==> config.mk <==
export PLATFORM = sky130hd
export DESIGN_NAME = sector_erase_ctrl
export DESIGN_NICKNAME = d
export VERILOG_FILES = /design/src/rtl/flash_erase_pkg.sv /design/src/rtl/spi_slave_frontend.sv /design/src/rtl/erase_cmd_decode.sv /design/src/rtl/erase_cycle_timer.sv /design/src/rtl/sector_erase_ctrl.sv
export SDC_FILE = /design/constraint.sdc
export NUM_CORES = 1
export LEC_CHECK = 0
export BUFFER_PORTS_ARGS = -buffer_cell sky130_fd_sc_hd__buf_2
export CELL_PAD_IN_SITES_DETAIL_PLACEMENT = 0
export CELL_PAD_IN_SITES_GLOBAL_PLACEMENT = 1
export CORE_MARGIN = 3
export CORE_UTILIZATION = 48
export CTS_CLUSTER_DIAMETER = 60
export DETAILED_ROUTE_END_ITERATION = 10
export PLACE_DENSITY = 0.85
export SYNTH_ARGS = -nofsm -noshare
export SYNTH_HDL_FRONTEND = slang
export SYNTH_SLANG_ARGS = --single-unit
==> constraint.sdc <==
create_clock -name clk -period 4.4 [get_ports clk]
set_input_delay 0.88 -clock clk [delete_from_list [all_inputs] [get_ports clk]]
set_output_delay 0.88 -clock clk [all_outputs]
set_load 0.05 [all_outputs]
==> src/rtl/flash_erase_pkg.sv <==
package flash_erase_pkg;

    localparam int FRAME_BITS  = 32;
    localparam int SECTOR_LSB  = 12;
    localparam int SECTOR_W    = 9;
    localparam int LEN_W       = 16;

    localparam logic [7:0] OP_SET_LATCH = 8'h06;
    localparam logic [7:0] OP_READ_STAT = 8'h05;
    localparam logic [7:0] OP_ERASE_4K  = 8'h20;

    typedef struct packed {
        logic [2:0] zero;
        logic [2:0] bp;
        logic       wel;
        logic       wip;
    } status_t;

    // Protected when the sector lies in the top 1/2^(7-bp) of the array
    function automatic logic sector_locked(input logic [SECTOR_W-1:0] s,
                                           input logic [2:0] bp);
        logic [SECTOR_W:0] whole;
        logic [SECTOR_W:0] span;
        logic [SECTOR_W:0] first;
        whole = {1'b1, {SECTOR_W{1'b0}}};
        span  = whole >> (3'd7 - bp);
        first = whole - span;
        if (bp == 3'd0) return 1'b0;
        return {1'b0, s} >= first;
    endfunction

endpackage

==> src/rtl/spi_slave_frontend.sv <==
module spi_slave_frontend
    import flash_erase_pkg::*;
#(
    parameter int FRAME_W = FRAME_BITS,
    parameter int SECT_LSB = SECTOR_LSB,
    parameter int SECT_W = SECTOR_W,
    localparam int CNT_W = $clog2(FRAME_W + 2)
) (
    input  logic               clk,
    input  logic               rst,
    input  logic               sclk,
    input  logic               cs_n,
    input  logic               mosi,
    input  status_t            status,
    output logic               miso,
    output logic               frame_end,
    output logic [CNT_W-1:0]   bits,
    output logic [7:0]         head_op,
    output logic [7:0]         last_op,
    output logic [SECT_W-1:0]  frame_sector
);
    localparam logic [CNT_W-1:0] BITS_SAT = CNT_W'(FRAME_W + 1);
    localparam logic [CNT_W-1:0] OP_BITS  = CNT_W'(8);

    logic [2:0] sclk_s;
    logic [2:0] cs_s;
    logic [1:0] mosi_s;
    logic [FRAME_W-1:0] word;
    logic [7:0] opc;
    logic [7:0] tx_reg;
    logic [2:0] tx_idx;
    logic sclk_rise, sclk_fall, sel, rd_on;

    always_ff @(posedge clk) begin
        if (rst) begin
            sclk_s <= '0;
            cs_s   <= '1;
            mosi_s <= '0;
        end else begin
            sclk_s <= {sclk_s[1:0], sclk};
            cs_s   <= {cs_s[1:0], cs_n};
            mosi_s <= {mosi_s[0], mosi};
        end
    end

    assign sclk_rise = sclk_s[1] & ~sclk_s[2];
    assign sclk_fall = ~sclk_s[1] & sclk_s[2];
    assign sel       = ~cs_s[1];
    assign frame_end = cs_s[1] & ~cs_s[2];
    assign rd_on     = sel && (opc == OP_READ_STAT) && (bits >= OP_BITS);

    always_ff @(posedge clk) begin
        if (rst || !sel) begin
            bits <= '0;
            word <= '0;
            opc  <= '0;
        end else if (sclk_rise) begin
            word <= {word[FRAME_W-2:0], mosi_s[1]};
            if (bits != BITS_SAT) bits <= bits + 1'b1;
            if (bits == OP_BITS - 1'b1) opc <= {word[6:0], mosi_s[1]};
        end
    end

    always_ff @(posedge clk) begin
        if (rst || !sel) begin
            tx_reg <= '0;
            tx_idx <= '0;
        end else if (sclk_fall && rd_on) begin
            tx_reg <= (tx_idx == 3'd0) ? status : {tx_reg[6:0], 1'b0};
            tx_idx <= tx_idx + 1'b1;
        end
    end

    assign miso         = tx_reg[7];
    assign head_op      = word[FRAME_W-1 -: 8];
    assign last_op      = word[7:0];
    assign frame_sector = word[SECT_LSB + SECT_W - 1 : SECT_LSB];
endmodule

==> src/rtl/erase_cmd_decode.sv <==
module erase_cmd_decode
    import flash_erase_pkg::*;
#(
    parameter int FRAME_W = FRAME_BITS,
    parameter int SECT_W = SECTOR_W,
    localparam int CNT_W = $clog2(FRAME_W + 2)
) (
    input  logic              clk,
    input  logic              rst,
    input  logic              frame_end,
    input  logic [CNT_W-1:0]  bits,
    input  logic [7:0]        head_op,
    input  logic [7:0]        last_op,
    input  logic [SECT_W-1:0] frame_sector,
    input  logic              busy,
    input  logic [2:0]        bp,
    output logic              wel,
    output logic              start,
    output logic [SECT_W-1:0] sector
);
    logic latch_hit, erase_hit;

    assign latch_hit = frame_end && !busy && (bits == CNT_W'(8))
                       && (last_op == OP_SET_LATCH);
    assign erase_hit = frame_end && !busy && wel && (bits == CNT_W'(FRAME_W))
                       && (head_op == OP_ERASE_4K)
                       && !sector_locked(frame_sector, bp);

    always_ff @(posedge clk) begin
        if (rst) begin
            wel    <= 1'b0;
            start  <= 1'b0;
            sector <= '0;
        end else begin
            start <= erase_hit;
            if (erase_hit) begin
                sector <= frame_sector;
                wel    <= 1'b0;
            end else if (latch_hit) begin
                wel <= 1'b1;
            end
        end
    end
endmodule

==> src/rtl/erase_cycle_timer.sv <==
module erase_cycle_timer #(
    parameter int LEN_BITS = 16
) (
    input  logic                clk,
    input  logic                rst,
    input  logic                start,
    input  logic [LEN_BITS-1:0] len,
    output logic                busy
);
    logic [LEN_BITS-1:0] remain;

    always_ff @(posedge clk) begin
        if (rst) begin
            busy   <= 1'b0;
            remain <= '0;
        end else if (start) begin
            busy   <= 1'b1;
            remain <= (len == '0) ? LEN_BITS'(1) : len;
        end else if (busy) begin
            remain <= remain - 1'b1;
            if (remain == LEN_BITS'(1)) busy <= 1'b0;
        end
    end
endmodule

==> src/rtl/sector_erase_ctrl.sv <==
module sector_erase_ctrl
    import flash_erase_pkg::*;
#(
    parameter int FRAME_W = FRAME_BITS,
    parameter int SECT_LSB = SECTOR_LSB,
    parameter int SECT_W = SECTOR_W,
    parameter int LEN_BITS = LEN_W,
    localparam int CNT_W = $clog2(FRAME_W + 2)
) (
    input  logic                clk,
    input  logic                rst,
    input  logic                sclk,
    input  logic                cs_n,
    input  logic                mosi,
    output logic                miso,
    input  logic [2:0]          bp_cfg,
    input  logic [LEN_BITS-1:0] erase_len,
    output logic                erase_stb,
    output logic [SECT_W-1:0]   erase_sector
);
    status_t           status;
    logic              frame_end;
    logic [CNT_W-1:0]  bits;
    logic [7:0]        head_op, last_op;
    logic [SECT_W-1:0] frame_sector;
    logic              wel_q, start_q, busy;

    assign status = '{zero: 3'b000, bp: bp_cfg, wel: wel_q, wip: busy};

    spi_slave_frontend #(.FRAME_W(FRAME_W), .SECT_LSB(SECT_LSB), .SECT_W(SECT_W)) u_fe (
        .clk(clk), .rst(rst), .sclk(sclk), .cs_n(cs_n), .mosi(mosi),
        .status(status), .miso(miso), .frame_end(frame_end), .bits(bits),
        .head_op(head_op), .last_op(last_op), .frame_sector(frame_sector)
    );

    erase_cmd_decode #(.FRAME_W(FRAME_W), .SECT_W(SECT_W)) u_dec (
        .clk(clk), .rst(rst), .frame_end(frame_end), .bits(bits),
        .head_op(head_op), .last_op(last_op), .frame_sector(frame_sector),
        .busy(busy), .bp(bp_cfg), .wel(wel_q), .start(start_q),
        .sector(erase_sector)
    );

    erase_cycle_timer #(.LEN_BITS(LEN_BITS)) u_tmr (
        .clk(clk), .rst(rst), .start(start_q), .len(erase_len), .busy(busy)
    );

    assign erase_stb = busy;
endmodule

======== Word-level counts from Yosys, hierarchy flattened ========
Index checks and enable logic that the tools add are counted.
word-level totals
  bits in registers ....................... 93
  logic and storage cells ................. 66
  output and inout bits ................... 11
  input bits .............................. 24
operators by class
  muxes and demuxes ....................... 10
  order comparisons ....................... 2
  equality and inequality tests ........... 8
  reductions and logical operators ........ 20
  shifts and indexed selects .............. 1
  bitwise operators ....................... 7
  add/sub/neg operators ................... 5
operator list
  cell                                                                                  count
  16-bit 2-to-1 mux                                                                     3
  16-bit by 1-bit equality test with 1-bit output (second input constant)               1
  8-bit by 3-bit equality test with 1-bit output (second input constant)                2
  16-bit logical NOT                                                                    1
  16-bit by 1-bit subtractor with 16-bit output (second input constant)                 1
  9-bit by 10-bit greater-or-equal comparator with 1-bit output                         1
  1-bit logical AND                                                                     10
  10-bit by 3-bit right shift with 10-bit output (first input constant)                 1
  10-bit subtractor (first input constant)                                              1
  8-bit by 6-bit equality test with 1-bit output (second input constant)                1
  8-bit 2-to-1 mux                                                                      1
  6-bit by 1-bit adder with 6-bit output (second input constant)                        1
  6-bit by 3-bit equality test with 1-bit output (second input constant)                1
  6-bit by 4-bit equality test with 1-bit output (second input constant)                1
  6-bit equality test (second input constant)                                           1
  6-bit by 4-bit greater-or-equal comparator with 1-bit output (second input constant)  1
  3-bit logical NOT                                                                     2
  1-bit 2-to-1 mux                                                                      6
  6-bit != test (second input constant)                                                 1
  1-bit NOT                                                                             4
  2-bit AND reduction                                                                   2
  3-bit by 1-bit adder with 3-bit output (second input constant)                        1
  1-bit AND                                                                             3
  3-bit subtractor (first input constant)                                               1
  4 further kinds                                                                       5

======== Depth between registers and ports, before layout ========
Gate-level depths: netlist (run 1).
  depth in word-level cells ............... 8
  gate-level depth with buffers ........... 13
  mapped depth without buffers ............ 12

======== Hierarchy ========
From an unflattened synthesis (run 1), not the netlist that was laid out.
unflattened totals
  cells, all modules ...................... 514
  area, all modules ....................... 4325.4 µm²
modules (own cells, without submodules)
  module              times used  area an instance (µm²)  cells each  sequential area each (µm²)
  spi_slave_frontend  1           2650.0                  313         1301.2
  erase_cycle_timer   1           929.6                   112         340.3
  erase_cmd_decode    1           742.0                   88          220.2
  sector_erase_ctrl   1           3.8                     1           0.0

======== Least setup slack after synthesis (run 1) ========
OpenSTA, ideal clock, no wires.
  path kind ............................... input to register
  start point ............................. input port bp_cfg[2]
  end point ............................... register u_dec.sector[0]
  arrival time ............................ 3.161 ns
  stages .................................. 11
  library setup time ...................... 0.132 ns
  buffers on the path ..................... 2
  data required time ...................... 4.268 ns
  setup slack ............................. 1.107 ns
  path through ............................ or3_1 clkbuf_1 ha_1 clkbuf_1 xnor2_1 a22o_1 ha_1 a21o_1 a211o_1 o21ai_0 a21oi_1
on the way
  word-level cells in the longest chain between the ends .. 7
  elaborated cells between the ends (all ways) .. 9
  those cells by class .................... 2 x add/sub; 1 x order compare; 1 x shift; 2 x mux; 3 x reduce/logical
ends and longest elaborated chain
  what                                                           RTL line                 RTL
  start, declared                                                sector_erase_ctrl.sv:16  input logic [2:0] bp_cfg,
  3-bit subtractor                                               flash_erase_pkg.sv:26    span = whole >> (3'd7 - bp);
  10-bit by 3-bit right shift with 10-bit output                 flash_erase_pkg.sv:26
  10-bit subtractor                                              flash_erase_pkg.sv:27    first = whole - span;
  9-bit by 10-bit greater-or-equal comparator with 1-bit output  flash_erase_pkg.sv:29    return {1'b0, s} >= first;
  1-bit 2-to-1 mux *                                             flash_erase_pkg.sv:29
  1-bit logical NOT *                                            erase_cmd_decode.sv:27   && !sector_locked(frame_sector, bp);
  1-bit logical AND *                                            erase_cmd_decode.sv:27
  end signal, assigned                                           erase_cmd_decode.sv:37   sector <= frame_sector;
  end, declared                                                  erase_cmd_decode.sv:19   output logic [SECT_W-1:0] sector
Every way passes the cells marked *; elsewhere a longest branch is shown, timed or not.
A chain may end at the register's enable or synchronous reset.

======== Worst setup path after layout (run 1) ========
  start point ............................. input port bp_cfg[2]
  end point ............................... register u_dec.sector[2]
The elaborated chain is that of the path after synthesis.

==> results.json, run 1 <==
{
  "cap_violations": 0,
  "layout-drive-gt1-share_pct": 13.0,
  "r2r-start": "u_fe.opc[1]",
  "numCtsBuffers": 9,
  "drt_iter0_drc": 204,
  "hold_viol": 0,
  "hold_start": "u_fe.cs_s[0]",
  "syn_avg_cell_area_um2": 8.41,
  "gp_congestion": 0.811,
  "outcome": "complete, no violations",
  "synth_top_family_by_area": "simple AND/OR/NAND/NOR gates",
  "critPathMaxStageDelay_ps": 500,
  "synth_area_um2": 4120,
  "drc": 0,
  "dr.pass1.iters": 4,
  "whs_path_depth": 1,
  "wl_per_cell_um": 14.2,
  "cp.required_ps": 4620,
  "cts.sinks": 93,
  "grt_pass1_vias": 3138,
  "grt_overflow": 0,
  "yosys_warnings": 0,
  "clockBufferDepth": 2,
  "power_leakage_nw": 1.66,
  "slew_violations": 0,
  "dp_hpwl_um": 6090,
  "critical-path-slowest-cell": "or3_1",
  "synth.distinct_cells": 48,
  "finish.utilization_pct": 54.7,
  "via_per_inst": 5.47,
  "endpoint_kind": "flop",
  "yosysSeqAreaShare_pct": 45.2,
  "yosys-mux-area-fraction_pct": 2.67,
  "rr_endpoint": "u_fe.tx_idx[2]",
  "clock_latency_ps": 360,
  "grt_usage_pct": 18.7,
  "rrSetupSlack_ps": 2140,
  "io_pins": 35,
  "nets": 549,
  "dp.cells": 604,
  "final_cell_mix": "dfxtp_1 (93), nand2_1 (91), a21oi_1 (61)",
  "regMostFlops": "u_fe.word",
  "port_buffers": 34,
  "cts_setup_buffers": 0,
  "hold_path_end": "u_fe.cs_s[1]",
  "grt_pass1_wl_um": 15100,
  "worstMarginPinSlew_ps": 1100,
  "cts_tree": "built",
  "skew_ps": 14.6,
  "reg_top3": "u_fe.word (32), u_tmr.remain (16), u_dec.sector (9)",
  "clk_pin_slew_worst_paths_ps": 100,
  "rsz0062_at_grt": "no",
  "synth_compound_area_share_pct": 14.7,
  "finalSetupViolCount": 0,
  "synth-xor-area-share_pct": 3.83,
  "p_per_area_nw_per_um2": 320,
  "min_path_type": "flop to flop",
  "synthAdderAreaFrac_pct": 4.56,
  "async_flop_share_pct": 0,
  "startpoint": "bp_cfg[2]",
  "vias": 3390,
  "coreArea_um2": 8260,
  "fin_cells": 620,
  "holdBufCountCts": 0,
  "cp_cell_sequence": "buf_2 > or3_1 > ha_1 > xnor2_1 > a22o_1 > ha_1 > a21o_1 > a211o_1 > o21ai_0 > a21oi_1",
  "ir_drop_mv": 0.159,
  "synth_edf_count": 0,
  "ant_nets": 0,
  "period_needed_ps": 3200,
  "syn_to_final_growth_pct": 9.72,
  "clockRootBuffer": "clkbuf_8",
  "die_w_um": 98.6,
  "worstSetupStartpointType": "input port",
  "tns_ps": 0,
  "synthFlopType": "dfxtp_1",
  "ys_seq_elements": 93,
  "fmax_mhz": 313,
  "antenna_found_initial": 0,
  "final_common_cell": "dfxtp_1",
  "path_buf_inv": 1,
  "row_count": 33,
  "crit_type": "input port to flop",
  "initial_utilization_pct": 49.9,
  "finalCritPeriodShare_pct": 72.6,
  "path_common_cell": "ha_1",
  "antenna_cells": 0,
  "cts.repair.resized": 0,
  "worst_ep_arrival_time_ps": 3420,
  "die_y_um": 98.6,
  "syn_nets": 529,
  "die_area_um2": 9730,
  "routed_wl_um": 8820,
  "max_slew_margin_pct": 26.5,
  "h-tree-depth": 3,
  "synth-simple-area-share_pct": 25.3,
  "path_delay_family": "compound AO/OA/AOI/OAI gates",
  "r2r_cells": 5,
  "largest_reg_flops": 32,
  "crit_fanout": 10,
  "postSynthCellCount": 490,
  "grt_max_degree": 59
}
==> logic make-up after synthesis <==
logic type	count (synthesis)
AND/OR/NAND/NOR	213
multiplexers	11
XOR/XNOR	18
adder cells (fa/ha/maj)	15
flip-flops	93
AO/OA/AOI/OAI	101
buffers and inverters	39
==> report_power, final <==
part	internal, W	leakage (nW)	switching, W
registers	0.000844	0.750	0.00000134
clock network	0.000218	0.0903	0.000324
logic	0.0000197	0.818	0.0000364
total	0.00108	1.66	0.000362
==> cell type report <==
cell class / count / area (um2)
clock buffers: 9 / 124
clock inverters: 7 / 63.8
fillers: 810 / 3740
inverters: 11 / 41.3
multi-input cells: 358 / 2100
flip-flops and latches: 93 / 1860
well taps: 105 / 131
repair buffers: 37 / 193
==> worst max-delay path by stage <==
stage	end	slack (ps)	cells after the start
6_report	u_dec.sector[2]	1200	10
5_1_grt	u_dec.sector[3]	1030	10
4_1_cts	u_dec.sector[2]	1220	10
3_5_place_dp	u_dec.sector[0]	850	10
3_3_place_gp	u_dec.sector[3]	930	10
2_1_floorplan	u_dec.sector[0]	1110	11
==> per-layer routing <==
metal  vias to the layer above  wire length, um  global-route usage, %
met5                         -                0                      0
met1                      1586             4260                   26.6
met2                        69             4090                   29.2
met4                         0               66                   4.73
li1                       1730                -                      -
met3                         5              401                   3.96
==> through the flow <==
step | power (W) | hold WS [ps] | instance area [um2] | setup slack [ps]
after detailed placement | 0.000922 | 412 | 4330 | 850
after global placement | 0.000920 | 401 | 4330 | 929
final | 0.00144 | 423 | 4520 | 1200
after global routing | 0.00150 | 446 | 4520 | 1030
after floorplan | 0.000897 | 389 | 4120 | 1110
after CTS | 0.00147 | 436 | 4520 | 1220
==> Yosys cell counts (all sizes together) (4+ instances only) <==
master,n,area [um2]
nor2b,6,37.5
nor2,42,158
nor4,11,83.8
clkbuf,24,90.1
or2,4,25.0
o21ai,15,75.1
nand2,91,342
nand2b,6,37.5
ha,15,188
a21oi,61,305
xnor2,9,78.8
a311oi,4,35.0
dfxtp,93,1860
xor2,9,78.8
nand3,17,85.1
nand4,6,37.5
inv,11,41.3
nor3,5,25.0
buf,4,23.8
mux2i,11,110
a211oi,7,70.1
No activity file was read; power rests on OpenSTA's default activity.
==> run 2, diff against run 1 <==
--- a/config.mk
+++ b/config.mk
@@ -5,14 +5,15 @@
 export SDC_FILE = /design/constraint.sdc
 export NUM_CORES = 1
 export LEC_CHECK = 0
+export ABC_AREA = 1
 export BUFFER_PORTS_ARGS = -buffer_cell sky130_fd_sc_hd__buf_2
 export CELL_PAD_IN_SITES_DETAIL_PLACEMENT = 0
 export CELL_PAD_IN_SITES_GLOBAL_PLACEMENT = 1
 export CORE_MARGIN = 3
-export CORE_UTILIZATION = 48
+export CORE_UTILIZATION = 43
 export CTS_CLUSTER_DIAMETER = 60
 export DETAILED_ROUTE_END_ITERATION = 10
-export PLACE_DENSITY = 0.85
+export PLACE_DENSITY = 0.79
 export SYNTH_ARGS = -nofsm -noshare
 export SYNTH_HDL_FRONTEND = slang
 export SYNTH_SLANG_ARGS = --single-unit
==> constraint.sdc (replaced) <==
create_clock -name clk -period 3.1 [get_ports clk]
set_input_delay 0.62 -clock clk [delete_from_list [all_inputs] [get_ports clk]]
set_output_delay 0.62 -clock clk [all_outputs]
set_load 0.05 [all_outputs]
==> run 2 against run 1 <==
Compared with the run above:
- non-clock buffer count increased by 1
- via count grew 15%
- clock skew rose by 2.6 ps
==> results.json, run 2 <==
{
  "port_buffers": 34,
  "min_path_type": "flop to flop",
  "layout-drive-gt1-share_pct": 14.6,
  "async_flop_share_pct": 0,
  "cts.repair.resized": 0,
  "gp_congestion": 0.848,
  "p_per_area_nw_per_um2": 431,
  "cp.required_ps": 3360,
  "drt_iter0_drc": 179,
  "skew_ps": 17.3,
  "h-tree-depth": 3,
  "die_area_um2": 11400,
  "swShare_pct": 24.2,
  "nets": 665,
  "synth_edf_count": 0,
  "finalCritPeriodShare_pct": 84.1,
  "synth_common_cells": "nor2_1 (113), nand2_1 (94), dfxtp_1 (93), o21ai_0 (55), inv_1 (46)",
  "grt_usage_pct": 18.0,
  "dp_hpwl_um": 6810,
  "synthFlopType": "dfxtp_1",
  "yosysSeqAreaShare_pct": 42.7,
  "finalSetupViolCount": 0,
  "p_sw_w": 0.000503,
  "synthTopCellsByArea": "dfxtp_1 (43%), nor2_1 (9.7%), nand2_1 (8.1%)",
  "synth_most_common_cell": "nor2_1",
  "yosys.area.top_type_share_pct": 42.7,
  "ir_drop_mv": 0.210,
  "worstSetupStartpointType": "input port",
  "outcome": "complete, no violations",
  "hold_viol": 0,
  "critPathMaxStageDelay_ps": 300,
  "period_needed_ps": 2610,
  "holdBufCountCts": 0,
  "die_w_um": 107,
  "fmax_mhz": 383,
  "numCtsBuffers": 9,
  "path_common_cell": "nand2_1",
  "power_leakage_nw": 2.13,
  "coreArea_um2": 9820,
  "clockRootBuffer": "clkbuf_8",
  "die_y_um": 107,
  "vias": 3884,
  "n_fill_cell": 1043,
  "slew_violations": 0,
  "drc": 0,
  "finalInstanceArea_um2": 4810,
  "largest_reg_flops": 32,
  "critical-path-slowest-cell": "ha_1",
  "syn_avg_cell_area_um2": 7.27,
  "power.share.sequential_pct": 58.0,
  "synth.distinct_cells": 39,
  "routed_wl_um": 9690,
  "antenna_cells": 0,
  "regMostFlops": "u_fe.word",
  "wl_per_cell_um": 12.7,
  "yosysTopAreaCell": "dfxtp_1",
  "syn_to_final_growth_pct": 10.3,
  "ant_nets": 0,
  "max_slew_margin_pct": 55.1,
  "cts_tree": "built",
  "antenna_found_initial": 0,
  "rsz0062_at_grt": "no",
  "crit_type": "input port to flop",
  "tns_ps": 0,
  "endpoint_kind": "flop",
  "placed_cell_area_um2": 4620,
  "clock_latency_ps": 360,
  "p_int_w": 0.00157,
  "synth_area_um2": 4360,
  "via_per_inst": 5.08,
  "grt_pass1_vias": 3657,
  "grt_overflow": 0,
  "grt_pass1_wl_um": 16800,
  "ys_seq_elements": 93,
  "crit_fanout": 10,
  "postSynthCellCount": 600,
  "cap_violations": 0,
  "initial_utilization_pct": 44.4,
  "finish.utilization_pct": 49.0,
  "clockBufferDepth": 2,
  "grt_max_degree": 35,
  "worstMarginPinSlew_ps": 673,
  "cp_cell_sequence": "buf_2 > inv_1 > nand2_1 > ha_1 > inv_1 > a21oi_1 > a21oi_1 > a211oi_1 > ha_1 > and3_1 > nand2_1 > nand3_1 > nand2_1 > nand2_2 > nand3_1 > nand2_1",
  "cts.sinks": 93,
  "yosys_warnings": 0,
  "syn_nets": 639,
  "final_common_cell": "nor2_1",
  "p_comb_share_pct": 4.4,
  "clk_pin_slew_worst_paths_ps": 100,
  "dr.pass1.iters": 4,
  "final_cell_mix": "nor2_1 (112), nand2_1 (94), dfxtp_1 (93)",
  "row_count": 36,
  "power_frac_clock_pct": 37.6,
  "cts_setup_buffers": 0,
  "reg_top3": "u_fe.word (32), u_tmr.remain (16), u_dec.sector (9)",
  "worst_ep_arrival_time_ps": 2860,
  "io_pins": 35
}
## run 2: cell count changes in the layout (fill, tap and decap cells not counted), sizes merged, moves of 9 or more
| cell | before | now |
|---|---|---|
| o21ai | 15 | 55 |
| inv | 15 | 57 |
| nand2 | 91 | 101 |
| xnor2 | 9 | 0 |
| nand4 | 6 | 18 |
| mux2i | 11 | 0 |
| a21oi | 61 | 42 |
| nor2 | 42 | 122 |
| nand3 | 17 | 32 |
## run 2: metal layers
layer  wire length, um  global-route usage [%]  up-vias
met1              4790                    23.9     1796
met4               131                    6.85        0
met5                 0                       0        -
met2              4450                    29.8       60
li1                  -                       -     2018
met3               309                    2.65       10
## run 2: kinds of logic (layout without fill, tap and decap cells)
logic type	after synthesis	in the layout	synth area share, %
and+or+nand+nor	296	296	30.7
AOI/OAI and AO/OA	110	110	13.8
DFF	93	93	42.7
buffers and inverters	81	112	7.57
adders and majority gates	15	15	4.30
xor gates and xnor gates	5	5	1.00
## run 2: layout make-up
type	count	area, um2	area share (%)
clock inverters	5	40.0	0.832
clock buffers	11	151	3.15
repair buffers	38	200	4.16
well taps	133	166	3.46
inverters	58	219	4.55
multi-input cells	426	2170	45.1
flip-flops and latches	93	1860	38.7
## run 2: power groups by stage
stage | registers, W | logic, W | clock network, W
global placement | 0.00123 | 0.0000890 | 0
global route | 0.00121 | 0.000104 | 0.000855
detailed placement | 0.00123 | 0.0000909 | 0
finish | 0.00120 | 0.0000908 | 0.000780
floorplan | 0.00123 | 0.0000581 | 0
CTS | 0.00120 | 0.0000916 | 0.000811
## run 2: worst max-delay path: cells and delay by family
kind	cells	cell delay [ps]
adders and majority gates	2	480
and+or+nand+nor	8	960
buffers and inverters	3	310
AOI/OAI and AO/OA	3	480
## run 2: worst paths after layout
check	start	endpoint	slack [ps]	cells past startpoint
setup / recovery	bp_cfg[2]	u_dec.sector[3]	490	16
hold / removal	u_fe.sclk_s[0]	u_fe.sclk_s[1]	390	2
setup reg to reg	u_dec.start	u_tmr.remain[10]	1220	6
hold reg to reg	u_fe.sclk_s[0]	u_fe.sclk_s[1]	390	2
## run 2: per-stage QoR
stage               hold slack (ps)  worst slack, ps  cells  total power [W]
finish                          393              492    764          0.00208
global route                    404              287    764          0.00217
CTS                             401              541    764          0.00211
detailed placement              403              153    748          0.00132
global placement                401              327    748          0.00132
floorplan                       388              702    600          0.00129
==> run 3, diff against run 2 <==
--- a/config.mk
+++ b/config.mk
@@ -10,10 +10,10 @@
 export CELL_PAD_IN_SITES_DETAIL_PLACEMENT = 0
 export CELL_PAD_IN_SITES_GLOBAL_PLACEMENT = 1
 export CORE_MARGIN = 3
-export CORE_UTILIZATION = 43
+export CORE_UTILIZATION = 39
 export CTS_CLUSTER_DIAMETER = 60
 export DETAILED_ROUTE_END_ITERATION = 10
-export PLACE_DENSITY = 0.79
+export PLACE_DENSITY = 0.76
 export SYNTH_ARGS = -nofsm -noshare
 export SYNTH_HDL_FRONTEND = slang
 export SYNTH_SLANG_ARGS = --single-unit
==> constraint.sdc (replaced) <==
create_clock -name clk -period 2.1 [get_ports clk]
set_input_delay 0.42 -clock clk [delete_from_list [all_inputs] [get_ports clk]]
set_output_delay 0.42 -clock clk [all_outputs]
set_load 0.05 [all_outputs]
==> run 3 against run 2 <==
Compared with the run above:
- sequential share of layout area down 1.7 points
- non-clock buffer count is 16 higher
- utilization decreased by 1.6 points
- cell count rose by 2.6%
==> results.json, run 3 (same netlist as run 2, synthesis figures left out) <==
{
  "fmax_mhz": 500,
  "coreArea_um2": 10600,
  "gp_congestion": 0.803,
  "worst_ep_arrival_time_ps": 2280,
  "final_cell_mix": "nor2_1 (111), dfxtp_1 (93), nand2_1 (92)",
  "grt_usage_pct": 17.1,
  "min_path_type": "input port to flop",
  "layout-drive-gt1-share_pct": 18.4,
  "reg_top3": "u_fe.word (32), u_tmr.remain (16), u_dec.sector (9)",
  "worstMarginPinSlew_ps": 498,
  "worstSetupStartpointType": "input port",
  "routed_wl_um": 10400,
  "finalCritPeriodShare_pct": 95.2,
  "slew_violations": 0,
  "largest_reg_flops": 32,
  "ir_drop_mv": 0.471,
  "grt_pass1_wl_um": 17500,
  "pre_cts_ws_ps": -324,
  "grt_pass1_vias": 3866,
  "clockRootBuffer": "clkbuf_8",
  "cp.required_ps": 2380,
  "p_per_area_nw_per_um2": 650,
  "period_needed_ps": 2000,
  "clock_latency_ps": 380,
  "critPathMaxStageDelay_ps": 280,
  "clk_pin_slew_worst_paths_ps": 80,
  "met3_length_um": 392,
  "hold_viol": 0,
  "regMostFlops": "u_fe.word",
  "die_area_um2": 12500,
  "path_delay_family": "simple AND/OR/NAND/NOR gates",
  "h-tree-depth": 3,
  "port_buffers": 34,
  "cp_cell_sequence": "buf_2 > nor2_4 > nand2_2 > ha_4 > inv_2 > nor3_1 > a211oi_1 > ha_1 > and3_1 > nand2_1 > nand3_2 > nand2_4 > nand2_2 > nand3_1 > nand2_1",
  "ant_nets": 0,
  "dr.max_layer_used": "met4",
  "grt_max_degree": 34,
  "path_buf_inv": 2,
  "numCtsBuffers": 9,
  "wl_met1_um": 5150,
  "cts.sinks": 93,
  "initial_utilization_pct": 41.1,
  "holdBufCountCts": 0,
  "dp_hpwl_um": 7290,
  "via_per_inst": 5.07,
  "outcome": "complete, no violations",
  "critical-path-slowest-cell": "ha_1",
  "skew_ps": 9.60,
  "fin_ws_ps": 100,
  "wl_per_cell_um": 13.2,
  "dr.pass1.iters": 4,
  "drc": 0,
  "power_leakage_nw": 2.24,
  "rsz0062_at_grt": "no",
  "antenna_found_initial": 0,
  "antenna_cells": 0,
  "route.met2.wl_um": 4610,
  "clockBufferDepth": 2,
  "finalSetupViolCount": 0,
  "nets": 682,
  "crit_fanout": 6,
  "endpoint_kind": "flop",
  "finish.utilization_pct": 47.4,
  "max_slew_margin_pct": 66.5,
  "whs_ps": 227,
  "die_y_um": 112,
  "cts_tree": "built",
  "syn_to_final_growth_pct": 15.3,
  "final_common_cell": "nor2_1",
  "design_power_total_w": 0.00327,
  "cap_violations": 0,
  "row_count": 37,
  "die_w_um": 112,
  "grt_overflow": 0,
  "drt_iter0_drc": 181,
  "io_pins": 35,
  "crit_type": "input port to flop",
  "vias": 3972
}
run 3: changes by cell type in the layout (fill, tap and decap cells not counted), sizes merged:
cell	change
nand2	+1
bufinv	+2
clkbuf	-1
buf	+16
clkinvlp	-2
inv	-1
clkinv	+2
run 3: worst paths after layout:
| check | end | start | slack (ps) | cells after the start |
|---|---|---|---|---|
| worst min register to register | u_fe.sclk_s[1] | u_fe.sclk_s[0] | 410 | 2 |
| worst max register to register | u_dec.sector[7] | u_tmr.busy | 510 | 6 |
| worst max-delay path | u_dec.sector[7] | bp_cfg[1] | 100 | 15 |
| worst min-delay path | u_fe.cs_s[0] | cs_n | 230 | 2 |
run 3: power breakdown:
group	leakage (nW)	internal, W	switching (W)	total (W)
sequential	0.751	0.00177	0.00000580	0.00178
combinational	1.38	0.0000627	0.0000985	0.000161
clock	0.107	0.000671	0.000657	0.00133
run 3: metrics by stage:
step	instance area [um2]	cells	TNS (ps)
6_report	5030	784	0
5_1_grt	5030	784	0
4_1_cts	5000	783	0
3_5_place_dp	4780	767	-3210
3_3_place_gp	4780	767	-2640
2_1_floorplan	4410	600	-482
run 3: cell type report:
| class | instances | area, um2 |
|---|---|---|
| inverter | 58 | 219 |
| timing repair buffer | 54 | 320 |
| tap | 136 | 170 |
| fill | 1094 | 5570 |
| clock inverter | 6 | 86.3 |
| clock buffer | 10 | 128 |
| multi-input combinational | 427 | 2240 |
| sequential | 93 | 1860 |
run 3: repair_timing:
item	CTS	global route
resized for setup	0	5
setup buffers	0	0
setup endpoints to repair	0	11
run 3: routing by layer:
metal	vias to the layer above	track usage, %
met4	0	6.33
met5	-	0
met1	1846	22.1
li1	2057	-
met3	17	5.05
met2	52	27.1
